`config.mk`:
```
export PLATFORM = sky130hd
export DESIGN_NAME = sys_cfg_bank
export DESIGN_NICKNAME = d
export VERILOG_FILES = /design/src/rtl/sys_cfg_pkg.sv /design/src/rtl/sys_cfg_regs.sv /design/src/rtl/sys_cfg_dma_route.sv /design/src/rtl/sys_cfg_brk.sv /design/src/rtl/sys_cfg_bank.sv
export SDC_FILE = /design/constraint.sdc
export NUM_CORES = 1
export LEC_CHECK = 0
export CORE_AREA = 2 2 101 103
export DETAILED_ROUTE_END_ITERATION = 10
export DIE_AREA = 0 0 103 105
export HOLD_SLACK_MARGIN = 0.08
export MAX_ROUTING_LAYER = met4
export PLACE_DENSITY = 0.81
export SYNTH_ARGS = -nofsm -noshare
export SYNTH_HDL_FRONTEND = slang
export SYNTH_HIERARCHICAL = 1
export SYNTH_SLANG_ARGS = --single-unit
```
`constraint.sdc`:
```
create_clock -name clk_i -period 4.23 [get_ports clk_i]
set_clock_uncertainty 0.15 [all_clocks]
set_input_delay 0.6345 -clock clk_i [delete_from_list [all_inputs] [get_ports clk_i]]
set_output_delay 0.6345 -clock clk_i [all_outputs]
set_load 0.005 [all_outputs]
```
`src/rtl/sys_cfg_pkg.sv`:
```
package sys_cfg_pkg;
  localparam int unsigned DMA_SRC_N = 5;
  localparam int unsigned DMA_CH_N  = 5;
  localparam int unsigned BRK_SRC_N = 3;

  typedef enum logic [1:0] {
    BOOT_MAIN = 2'b00,
    BOOT_SYS  = 2'b01,
    BOOT_RSVD = 2'b10,
    BOOT_SRAM = 2'b11
  } boot_map_e;

  typedef enum logic [1:0] {
    IR_TIMER  = 2'b00,
    IR_UART_A = 2'b01,
    IR_UART_B = 2'b10,
    IR_RSVD   = 2'b11
  } ir_env_e;

  // channel index (0 = channel 1) per source: tim_a, tim_b, uart_rx, uart_tx, adc
  localparam int unsigned DMA_DEF_CH [DMA_SRC_N] = '{0, 2, 2, 1, 0};
  localparam int unsigned DMA_ALT_CH [DMA_SRC_N] = '{1, 3, 4, 3, 1};

  localparam int unsigned REG_CFG   = 0;
  localparam int unsigned REG_LINE0 = 1;

  localparam int unsigned BOOT_LSB  = 0;
  localparam int unsigned REMAP_LSB = 8;
  localparam int unsigned FMP_LSB   = 16;
  localparam int unsigned IR_LSB    = 26;
endpackage

```
`src/rtl/sys_cfg_regs.sv`:
```
module sys_cfg_regs
  import sys_cfg_pkg::*;
#(
  parameter int unsigned ADDR_W           = 3,
  parameter int unsigned FMP_N            = 8,
  parameter int unsigned N_LINE_REGS      = 4,
  parameter int unsigned FIELDS_PER_REG   = 4,
  parameter int unsigned FIELD_W          = 4,
  parameter int unsigned N_PORTS          = 6,
  parameter int unsigned PORT_F_LAST_LINE = 10,
  localparam int unsigned N_LINES         = N_LINE_REGS * FIELDS_PER_REG
) (
  input  logic                         clk_i,
  input  logic                         bus_rst_ni,
  input  logic                         sys_rst_ni,
  input  logic [1:0]                   boot_strap_i,
  input  logic                         sel_i,
  input  logic                         wr_i,
  input  logic [ADDR_W-1:0]            addr_i,
  input  logic [31:0]                  wdata_i,
  input  logic [BRK_SRC_N-1:0]         brk_en_i,
  output logic [31:0]                  rdata_o,
  output logic                         brk_wr_o,
  output boot_map_e                    boot_map_o,
  output logic [DMA_SRC_N-1:0]         remap_o,
  output logic [FMP_N-1:0]             fmp_o,
  output ir_env_e                      ir_o,
  output logic [N_LINES*FIELD_W-1:0]   line_port_o
);
  localparam int unsigned BRK_IDX = REG_LINE0 + N_LINE_REGS;

  logic wr_en, cfg_wr;
  boot_map_e boot_q;
  ir_env_e ir_q;
  logic [DMA_SRC_N-1:0] remap_q;
  logic [FMP_N-1:0] fmp_q;
  logic [FIELD_W-1:0] line_q [N_LINES];
  logic [1:0] boot_w, ir_w;

  assign wr_en    = sel_i & wr_i;
  assign cfg_wr   = wr_en && (addr_i == ADDR_W'(REG_CFG));
  assign brk_wr_o = wr_en && (addr_i == ADDR_W'(BRK_IDX));
  assign boot_w   = wdata_i[BOOT_LSB +: 2];
  assign ir_w     = wdata_i[IR_LSB +: 2];

  // boot field: synchronous strap load, untouched by bus reset
  always_ff @(posedge clk_i) begin
    if (!sys_rst_ni)                        boot_q <= boot_map_e'(boot_strap_i);
    else if (cfg_wr && boot_w != BOOT_RSVD) boot_q <= boot_map_e'(boot_w);
  end

  always_ff @(posedge clk_i or negedge bus_rst_ni) begin
    if (!bus_rst_ni) begin
      remap_q <= '0;
      fmp_q   <= '0;
      ir_q    <= IR_TIMER;
    end else if (cfg_wr) begin
      remap_q <= wdata_i[REMAP_LSB +: DMA_SRC_N];
      fmp_q   <= wdata_i[FMP_LSB +: FMP_N];
      if (ir_w != IR_RSVD) ir_q <= ir_env_e'(ir_w);
    end
  end

  for (genvar l = 0; l < N_LINES; l++) begin : g_line
    localparam int unsigned RIDX     = l / FIELDS_PER_REG;
    localparam int unsigned FIDX     = l % FIELDS_PER_REG;
    localparam int unsigned MAX_CODE = (l <= PORT_F_LAST_LINE) ? N_PORTS - 1 : N_PORTS - 2;
    logic [FIELD_W-1:0] cand;
    logic hit;
    assign cand = wdata_i[FIDX*FIELD_W +: FIELD_W];
    assign hit  = wr_en && (addr_i == ADDR_W'(REG_LINE0 + RIDX)) && (32'(cand) <= MAX_CODE);
    always_ff @(posedge clk_i or negedge bus_rst_ni) begin
      if (!bus_rst_ni) line_q[l] <= '0;
      else if (hit)    line_q[l] <= cand;
    end
    assign line_port_o[l*FIELD_W +: FIELD_W] = line_q[l];
  end

  always_comb begin
    rdata_o = '0;
    if (addr_i == ADDR_W'(REG_CFG)) begin
      rdata_o[BOOT_LSB +: 2]          = boot_q;
      rdata_o[REMAP_LSB +: DMA_SRC_N] = remap_q;
      rdata_o[FMP_LSB +: FMP_N]       = fmp_q;
      rdata_o[IR_LSB +: 2]            = ir_q;
    end
    if (addr_i == ADDR_W'(BRK_IDX)) rdata_o[BRK_SRC_N-1:0] = brk_en_i;
    for (int r = 0; r < N_LINE_REGS; r++) begin
      if (addr_i == ADDR_W'(REG_LINE0 + r)) begin
        for (int f = 0; f < FIELDS_PER_REG; f++)
          rdata_o[f*FIELD_W +: FIELD_W] = line_q[r*FIELDS_PER_REG + f];
      end
    end
  end

  assign boot_map_o = boot_q;
  assign remap_o    = remap_q;
  assign fmp_o      = fmp_q;
  assign ir_o       = ir_q;
endmodule

```
`src/rtl/sys_cfg_dma_route.sv`:
```
module sys_cfg_dma_route
  import sys_cfg_pkg::*;
(
  input  logic [DMA_SRC_N-1:0] remap_i,
  input  logic [DMA_SRC_N-1:0] req_i,
  output logic [DMA_CH_N-1:0]  ch_o
);
  always_comb begin
    ch_o = '0;
    for (int s = 0; s < DMA_SRC_N; s++) begin
      if (req_i[s]) begin
        if (remap_i[s]) ch_o = ch_o | (DMA_CH_N'(1) << DMA_ALT_CH[s]);
        else            ch_o = ch_o | (DMA_CH_N'(1) << DMA_DEF_CH[s]);
      end
    end
  end
endmodule

```
`src/rtl/sys_cfg_brk.sv`:
```
module sys_cfg_brk
  import sys_cfg_pkg::*;
(
  input  logic                 clk_i,
  input  logic                 sys_rst_ni,
  input  logic                 wr_i,
  input  logic [BRK_SRC_N-1:0] set_i,
  input  logic [BRK_SRC_N-1:0] evt_i,
  output logic [BRK_SRC_N-1:0] en_o,
  output logic                 brk_o
);
  logic [BRK_SRC_N-1:0] en_q;

  // set-only until system reset
  always_ff @(posedge clk_i or negedge sys_rst_ni) begin
    if (!sys_rst_ni) en_q <= '0;
    else if (wr_i)   en_q <= en_q | set_i;
  end

  assign en_o  = en_q;
  assign brk_o = |(en_q & evt_i);
endmodule

```
`src/rtl/sys_cfg_bank.sv`:
```
module sys_cfg_bank
  import sys_cfg_pkg::*;
#(
  parameter int unsigned ADDR_W           = 3,
  parameter int unsigned FMP_N            = 8,
  parameter int unsigned N_LINE_REGS      = 4,
  parameter int unsigned FIELDS_PER_REG   = 4,
  parameter int unsigned FIELD_W          = 4,
  parameter int unsigned N_PORTS          = 6,
  parameter int unsigned PORT_F_LAST_LINE = 10,
  localparam int unsigned N_LINES         = N_LINE_REGS * FIELDS_PER_REG
) (
  input  logic                       clk_i,
  input  logic                       rst_ni,
  input  logic                       sys_rst_ni,
  input  logic [1:0]                 boot_strap_i,
  input  logic                       sel_i,
  input  logic                       wr_i,
  input  logic [ADDR_W-1:0]          addr_i,
  input  logic [31:0]                wdata_i,
  output logic [31:0]                rdata_o,
  output logic [1:0]                 boot_map_o,
  output logic [FMP_N-1:0]           fmp_en_o,
  output logic [1:0]                 ir_env_sel_o,
  output logic [N_LINES*FIELD_W-1:0] exti_port_o,
  input  logic [DMA_SRC_N-1:0]       dma_src_req_i,
  output logic [DMA_CH_N-1:0]        dma_ch_req_o,
  input  logic [BRK_SRC_N-1:0]       brk_evt_i,
  output logic                       brk_o
);
  logic bus_rst_n;
  logic brk_wr;
  logic [BRK_SRC_N-1:0] brk_en;
  logic [DMA_SRC_N-1:0] remap;
  boot_map_e boot_map;
  ir_env_e ir_sel;

  // system reset implies bus reset
  assign bus_rst_n = rst_ni & sys_rst_ni;

  sys_cfg_regs #(
    .ADDR_W(ADDR_W), .FMP_N(FMP_N), .N_LINE_REGS(N_LINE_REGS),
    .FIELDS_PER_REG(FIELDS_PER_REG), .FIELD_W(FIELD_W),
    .N_PORTS(N_PORTS), .PORT_F_LAST_LINE(PORT_F_LAST_LINE)
  ) u_regs (
    .clk_i(clk_i), .bus_rst_ni(bus_rst_n), .sys_rst_ni(sys_rst_ni),
    .boot_strap_i(boot_strap_i), .sel_i(sel_i), .wr_i(wr_i),
    .addr_i(addr_i), .wdata_i(wdata_i), .brk_en_i(brk_en),
    .rdata_o(rdata_o), .brk_wr_o(brk_wr), .boot_map_o(boot_map),
    .remap_o(remap), .fmp_o(fmp_en_o), .ir_o(ir_sel),
    .line_port_o(exti_port_o)
  );

  sys_cfg_dma_route u_route (
    .remap_i(remap), .req_i(dma_src_req_i), .ch_o(dma_ch_req_o)
  );

  sys_cfg_brk u_brk (
    .clk_i(clk_i), .sys_rst_ni(sys_rst_ni), .wr_i(brk_wr),
    .set_i(wdata_i[BRK_SRC_N-1:0]), .evt_i(brk_evt_i),
    .en_o(brk_en), .brk_o(brk_o)
  );

  assign boot_map_o   = boot_map;
  assign ir_env_sel_o = ir_sel;
endmodule

```
==> run_results.csv, run 1 <==
group,metric,value,unit
route,drt_wl_total,12200,µm
clock_network,post_cts.resized_instances,0,
floorplanning,std_cell_rows,36,
synthesis,synth_edf_count,2,
floorplanning,initial_core_util,0.434,
grt,global_route.usage.met3,0.0428,
outcome,run_status,"finished clean",
power,p_leak,2.57,nW
worst_setup_path,reg2reg_from,"u_regs/line_port_o[8]$_DFFE_PN0P_",
sta,finalCritPeriodShare,0.847,
worst_setup_path,timing.reg2reg.setup_slack,3.27,ns
grt,grt_util_met1,0.301,
sta,maxSlewViolCount,0,
finish,share_of_post_route_cells_with_drive_strength_above_1,0.197,
route,drt_pass1_iterations,4,
placement,buffers_on_ports,151,
power,power.density,370,nW/µm²
clock_network,tritoncts,"built",
sta,period_minus_slack,3.58,ns
worst_setup_path,worst_setup_path_start_kind,"input port",
route,drt_drc_violations_left,0,
sta,hold-worst-slack,0.373,ns
route,first_iter_violations,153,
worst_setup_path,critPathMaxStageDelay,0.66,ns
synthesis,synth.top_cells.by_area,"sky130_fd_sc_hd__dfrtp_1, sky130_fd_sc_hd__mux2_2, sky130_fd_sc_hd__a21oi_1",
clock_network,ctsHtreeMaxLevel,3,
finish,filler_cells_inserted,785,
power,ir_drop,204,µV
grt,grtUsageMet2,0.378,
route,routed_via_density,5.52,
worst_setup_path,critical_path.cell_chain,"clkdlybuf4s50_1 -> buf_4 -> or2_2 -> o22ai_1 -> a221oi_1 -> clkdlybuf4s50_1",
synthesis,synthesis.area_per_instance,11.9,µm²
synthesis,yosys_most_used_dff,"sky130_fd_sc_hd__dfrtp_1",
finish,area_growth,42.8,%
synthesis,synth.yosys.seq_area_share,0.505,
grt,gr-max-usage-layer,"met2",
grt,grt_first_pass_wirelength,19100,µm
route,postRouteAntennaNets,0,
synthesis,synthArstFlopShare,0.976,
route,routed_wire_length_per_instance,19.2,µm
floorplanning,core_region_area,9640,µm²
synthesis,ys_types,46,
synthesis,yosys_register_bits,84,
finish,instances_no_fill,635,
floorplanning,die-area,10800,µm²
grt,antenna_found_initial,0,
worst_setup_path,timing.critical_path.slowest_stage_cell,"sky130_fd_sc_hd__clkdlybuf4s50_1",
sta,hold_viol,0,
placement,gp_congestion,0.798,
synthesis,post-synth-top-area-cell,"sky130_fd_sc_hd__dfrtp_1",
clock_network,cts_post_setup_buffers_inserted,0,
run,max_cap_viol_count,0,
synthesis,mappedNetlistArea,4180,µm²
power,total_power,2.21,mW
floorplanning,die_y,105,µm
worst_hold_path,hold_path.startpoint,"u_brk/en_o[2]$_DFFE_PN0P_",
sta,max_freq,0.279,GHz
clock_network,clkSinkCount,84,
synthesis,synth.cells.most_frequent,"sky130_fd_sc_hd__dfrtp_1, sky130_fd_sc_hd__mux2_2, sky130_fd_sc_hd__a21oi_1",
clock_network,cts_hold_buffers,0,
grt,grt_overflow,0,
clock_network,clock_transition_at_the_register_clock_pins_on_the_worst_setup_and_hold_paths_after_cts,0.08,ns
worst_setup_path,startpoint_to_endpoint_class_of_the_critical_path,"in2out",
synthesis,ys_warn_count,6,
sta,rsz0062_at_grt,"no",
clock_network,cts_inserted_buffers,9,
grt,first_global_vias,3704,
synthesis,synthesis.instances,351,
sta,worst-slew-pin-transition,1.03,ns
clock_network,cts_buffer_depth,2,
route,via_count,3503,
finish,num_antenna_cells,0,
grt,pin_count_of_the_biggest_net_entering_global_routing,80,
clock_network,clock_tree.root_cell,"sky130_fd_sc_hd__clkbuf_8",
finish,nets_final,547,
worst_setup_path,worst_path_most_repeated_cell,"sky130_fd_sc_hd__clkdlybuf4s50_1",
grt,gr-usage-all-layers,0.234,
floorplanning,ios,164,
worst_hold_path,timing.hold.worst.class,"reg2reg",
synthesis,synth_most_common_cell,"sky130_fd_sc_hd__dfrtp_1",
floorplanning,die_width,103,µm
worst_setup_path,crit_path_max_fanout,17,
sta,slew-limit-headroom,0.316,
worst_setup_path,timing.critical_path.required,3.45,ns
synthesis,portion_of_synthesized_cell_area_occupied_by_the_leading_cell_type,0.491,
worst_setup_path,crit_start,"addr_i[2]",
placement,numPlacedInstances,619,
worst_setup_path,crit_arrival,2.80,ns
worst_setup_path,nature_of_the_critical_path_endpoint,"output pin",
sta,timing.setup.tns,0,ns
clock_network,clock_insertion_delay_worst_skew,0.33,ns
sta,setup_violations,0,
placement,hpwl,8760,µm
## power by group
group,internal [mW],switching [mW],total [mW]
logic,0.399,0.210,0.609
registers,0.927,0.110,1.04
clock network,0.274,0.288,0.562
total,1.60,0.609,2.21
## flip-flops by register name, summed over array words and instances (netlist names)
register and flops:
u_regs/line_port_o 64, u_brk/en_o 3, u_regs/ir_o 2, u_regs/fmp_o 8, u_regs/boot_map_o 2, u_regs/remap_o 5
## area by class of cell
class | instances | area (µm²) | area share
timing repair buffer | 160 | 1570 | 0.264
inverter | 8 | 30.0 | 0.00503
sequential | 84 | 2110 | 0.354
tap | 133 | 166 | 0.0279
clock inverter | 6 | 63.8 | 0.0107
clock buffer | 10 | 128 | 0.0214
multi-input combinational | 234 | 1900 | 0.318
## layer usage
layer	up-vias	wire, µm
li1	1583	-
met1	1761	5360
met2	149	5960
met3	10	728
met4	0	114
met5	-	0
## final timing paths
check	to	depth (start not counted)
hold / removal	u_brk/en_o[2]$_DFFE_PN0P_	1
hold reg to reg	u_brk/en_o[2]$_DFFE_PN0P_	1
min in group asynchronous	u_brk/en_o[1]$_DFFE_PN0P_	1
setup / recovery	rdata_o[0]	6
setup reg to reg	u_regs/line_port_o[8]$_DFFE_PN0P_	1
max in group asynchronous	u_regs/line_port_o[63]$_DFFE_PN0P_	2
## per-stage QoR
step                setup slack, ns  utilization  instance area [µm²]
finish                        0.648        0.619                 5970
global route                  0.523        0.619                 5970
CTS                           0.651        0.619                 5970
detailed placement            0.659        0.599                 5780
global placement              0.685        0.599                 5780
floorplan                     0.989            -                 4200
## worst max-delay path: cells and delay by family
family	cells	cell delay, ns
simple gates	1	0.20
buf+inv	3	1.56
compound gates	2	0.38
## logic make-up after synthesis
group | after synthesis | synth area share
compound gates | 75 | 0.125
buf+inv | 38 | 0.0464
flops | 84 | 0.505
mux | 71 | 0.198
other cells | 1 | 0.000897
simple gates | 82 | 0.124
## cells in the final DEF, fill, tap and decap left out, drive strengths merged, types with 9 or more instances in the layout
master,Yosys,routed
a21oi,17,17
and3,12,12
dfrtp,82,82
nand3,15,15
buf,17,10
inv,8,9
nand3b,9,9
mux2,64,64
a31oi,9,9
clkbuf,13,10
clkdlybuf4s50,0,150
and2,13,13
(Power assumes the default switching activity.)
==> run 2: changes to the inputs <==
==> constraint.sdc (replaced) <==
create_clock -name clk_i -period 3.4 [get_ports clk_i]
set_clock_uncertainty 0.15 [all_clocks]
set_input_delay 0.51 -clock clk_i [delete_from_list [all_inputs] [get_ports clk_i]]
set_output_delay 0.51 -clock clk_i [all_outputs]
set_load 0.005 [all_outputs]
==> run 2 against run 1 <==
Clock-buffer cell count fell by 1. Hold slack got worse by 0.11 ns. Critical path depth is the same. Flip-flop and latch count did not move. Highest routed layer unchanged.
==> run_results.csv, run 2 (same netlist as run 1, synthesis figures left out) <==
group,metric,value,unit
power,power.switching,787,µW
finish,nets_final,559,
outcome,run_status,"finished clean",
placement,gp_congestion,0.834,
grt,grt_first_pass_wirelength,19600,µm
worst_setup_path,rr_endpoint,"u_regs/line_port_o[8]$_DFFE_PN0P_",
grt,grt_overflow,0,
power,combinationalPowerShare,0.261,
sta,hold-worst-slack,0.258,ns
worst_setup_path,startpoint_to_endpoint_class_of_the_critical_path,"in2out",
clock_network,ctsHtreeMaxLevel,3,
worst_setup_path,timing.critical_path.slowest_stage_cell,"sky130_fd_sc_hd__clkdlybuf4s50_1",
sta,finalCritPeriodShare,0.912,
finish,layout_common_cells,"sky130_fd_sc_hd__clkdlybuf4s50_1, sky130_fd_sc_hd__dfrtp_1, sky130_fd_sc_hd__mux2_2",
worst_setup_path,timing.critical_path.required,2.74,ns
route,routed_wire_length_per_instance,19.1,µm
power,switching_fraction,0.267,
finish,layout_commonest_cell,"sky130_fd_sc_hd__clkdlybuf4s50_1",
floorplanning,die_y,105,µm
worst_setup_path,crit_path_max_fanout,8,
finish,area_growth,46.8,%
clock_network,post_cts.resized_instances,0,
power,internal_power,2.16,mW
worst_hold_path,timing.hold.worst.class,"in2async",
floorplanning,std_cell_rows,36,
finish,largest_reg_flops,64,
placement,dp_slack,0.302,ns
clock_network,cts_post_setup_buffers_inserted,0,
worst_setup_path,critPathMaxStageDelay,0.57,ns
clock_network,cts_hold_buffers,0,
worst_setup_path,r2r.worst_path.cells,1,
floorplanning,core_region_area,9640,µm²
clock_network,tritoncts,"built",
power,power_frac_clock,0.302,
power,power.sequential.fraction,0.437,
finish,instances_no_fill,647,
power,total_power,2.95,mW
placement,hpwl,9080,µm
clock_network,clock_tree.root_cell,"sky130_fd_sc_hd__clkbuf_8",
placement,buffers_on_ports,151,
worst_setup_path,timing.reg2reg.setup_slack,2.43,ns
route,routed_via_density,5.50,
route,drt_drc_violations_left,0,
finish,num_antenna_cells,0,
grt,antenna_found_initial,0,
sta,period_minus_slack,3.10,ns
floorplanning,die_width,103,µm
route,postRouteAntennaNets,0,
route,first_iter_violations,156,
placement,postPlaceCellArea,5880,µm²
run,max_cap_viol_count,0,
sta,worst-slew-pin-transition,0.535,ns
grt,gr-usage-all-layers,0.241,
floorplanning,ios,164,
floorplanning,initial_core_util,0.434,
placement,numPlacedInstances,631,
worst_setup_path,reg2reg_from,"u_regs/line_port_o[8]$_DFFE_PN0P_",
sta,hold_viol,0,
worst_setup_path,cp_num_buf_inv,3,
sta,slew-limit-headroom,0.643,
finish,share_of_post_route_cells_with_drive_strength_above_1,0.218,
clock_network,clock_transition_at_the_register_clock_pins_on_the_worst_setup_and_hold_paths_after_cts,0.08,ns
sta,maxSlewViolCount,0,
worst_setup_path,worst_setup_path_start_kind,"input port",
floorplanning,die-area,10800,µm²
route,via_count,3560,
grt,first_global_vias,3628,
worst_setup_path,nature_of_the_critical_path_endpoint,"output pin",
clock_network,clkSinkCount,84,
clock_network,cts_inserted_buffers,9,
grt,pin_count_of_the_biggest_net_entering_global_routing,42,
route,drt_pass1_iterations,4,
worst_setup_path,worst_path_most_repeated_cell,"sky130_fd_sc_hd__clkdlybuf4s50_1",
sta,setup_violations,0,
sta,setup_ws,0.300,ns
worst_setup_path,logic_depth_of_the_worst_path_buffers_included,6,
worst_setup_path,critical_path.top_delay_family,"buffers and inverters",
route,drt_wl_total,12300,µm
sta,timing.setup.tns,0,ns
finish,final_design_utilization,0.636,
worst_setup_path,critical_path.cell_chain,"clkdlybuf4s50_1 -> buf_4 -> or2_2 -> o22ai_1 -> a221oi_1 -> clkdlybuf4s50_1",
power,ir_drop,297,µV
sta,rsz0062_at_grt,"no",
finish,finalInstanceArea,6130,µm²
power,power.density,481,nW/µm²
sta,max_freq,0.323,GHz
clock_network,clock_insertion_delay_worst_skew,0.34,ns
power,p_leak,2.66,nW
clock_network,cts_buffer_depth,2,
worst_setup_path,crit_arrival,2.44,ns
==> run 2: power groups by stage <==
| stage | clock, mW | sequential [mW] | combinational, mW |
|---|---|---|---|
| 2_1_floorplan | 0 | 1.28 | 0.297 |
| 3_3_place_gp | 0 | 1.30 | 0.753 |
| 3_5_place_dp | 0 | 1.31 | 0.772 |
| 4_1_cts | 0.904 | 1.29 | 0.777 |
| 5_1_grt | 0.957 | 1.31 | 0.828 |
| 6_report | 0.890 | 1.29 | 0.770 |
==> run 2: cell type report <==
cell class | instances | area [µm²]
Fill cell | 779 | 3500
Sequential cell | 84 | 2110
Multi-Input combinational cell | 234 | 1900
Timing Repair Buffer | 172 | 1680
Tap cell | 133 | 166
Clock inverter | 7 | 130
Clock buffer | 9 | 124
Inverter | 8 | 30.0
==> run 2: worst max path at each step <==
stage                from                           to  slack [ns]
2_1_floorplan  sys_rst_ni  u_regs/fmp_o[0]$_DFFE_PN0P_        0.28
3_3_place_gp    addr_i[2]                   rdata_o[8]        0.32
3_5_place_dp    addr_i[1]                   rdata_o[0]        0.30
4_1_cts         addr_i[1]                   rdata_o[1]        0.27
5_1_grt         addr_i[1]                   rdata_o[0]        0.17
6_report        addr_i[1]                   rdata_o[1]        0.30
==> run 2: layer usage <==
layer,global-route usage,wire length [µm]
met2,0.373,6060
met3,0.0475,770
met1,0.326,5380
met4,0.0639,123
met5,-,0
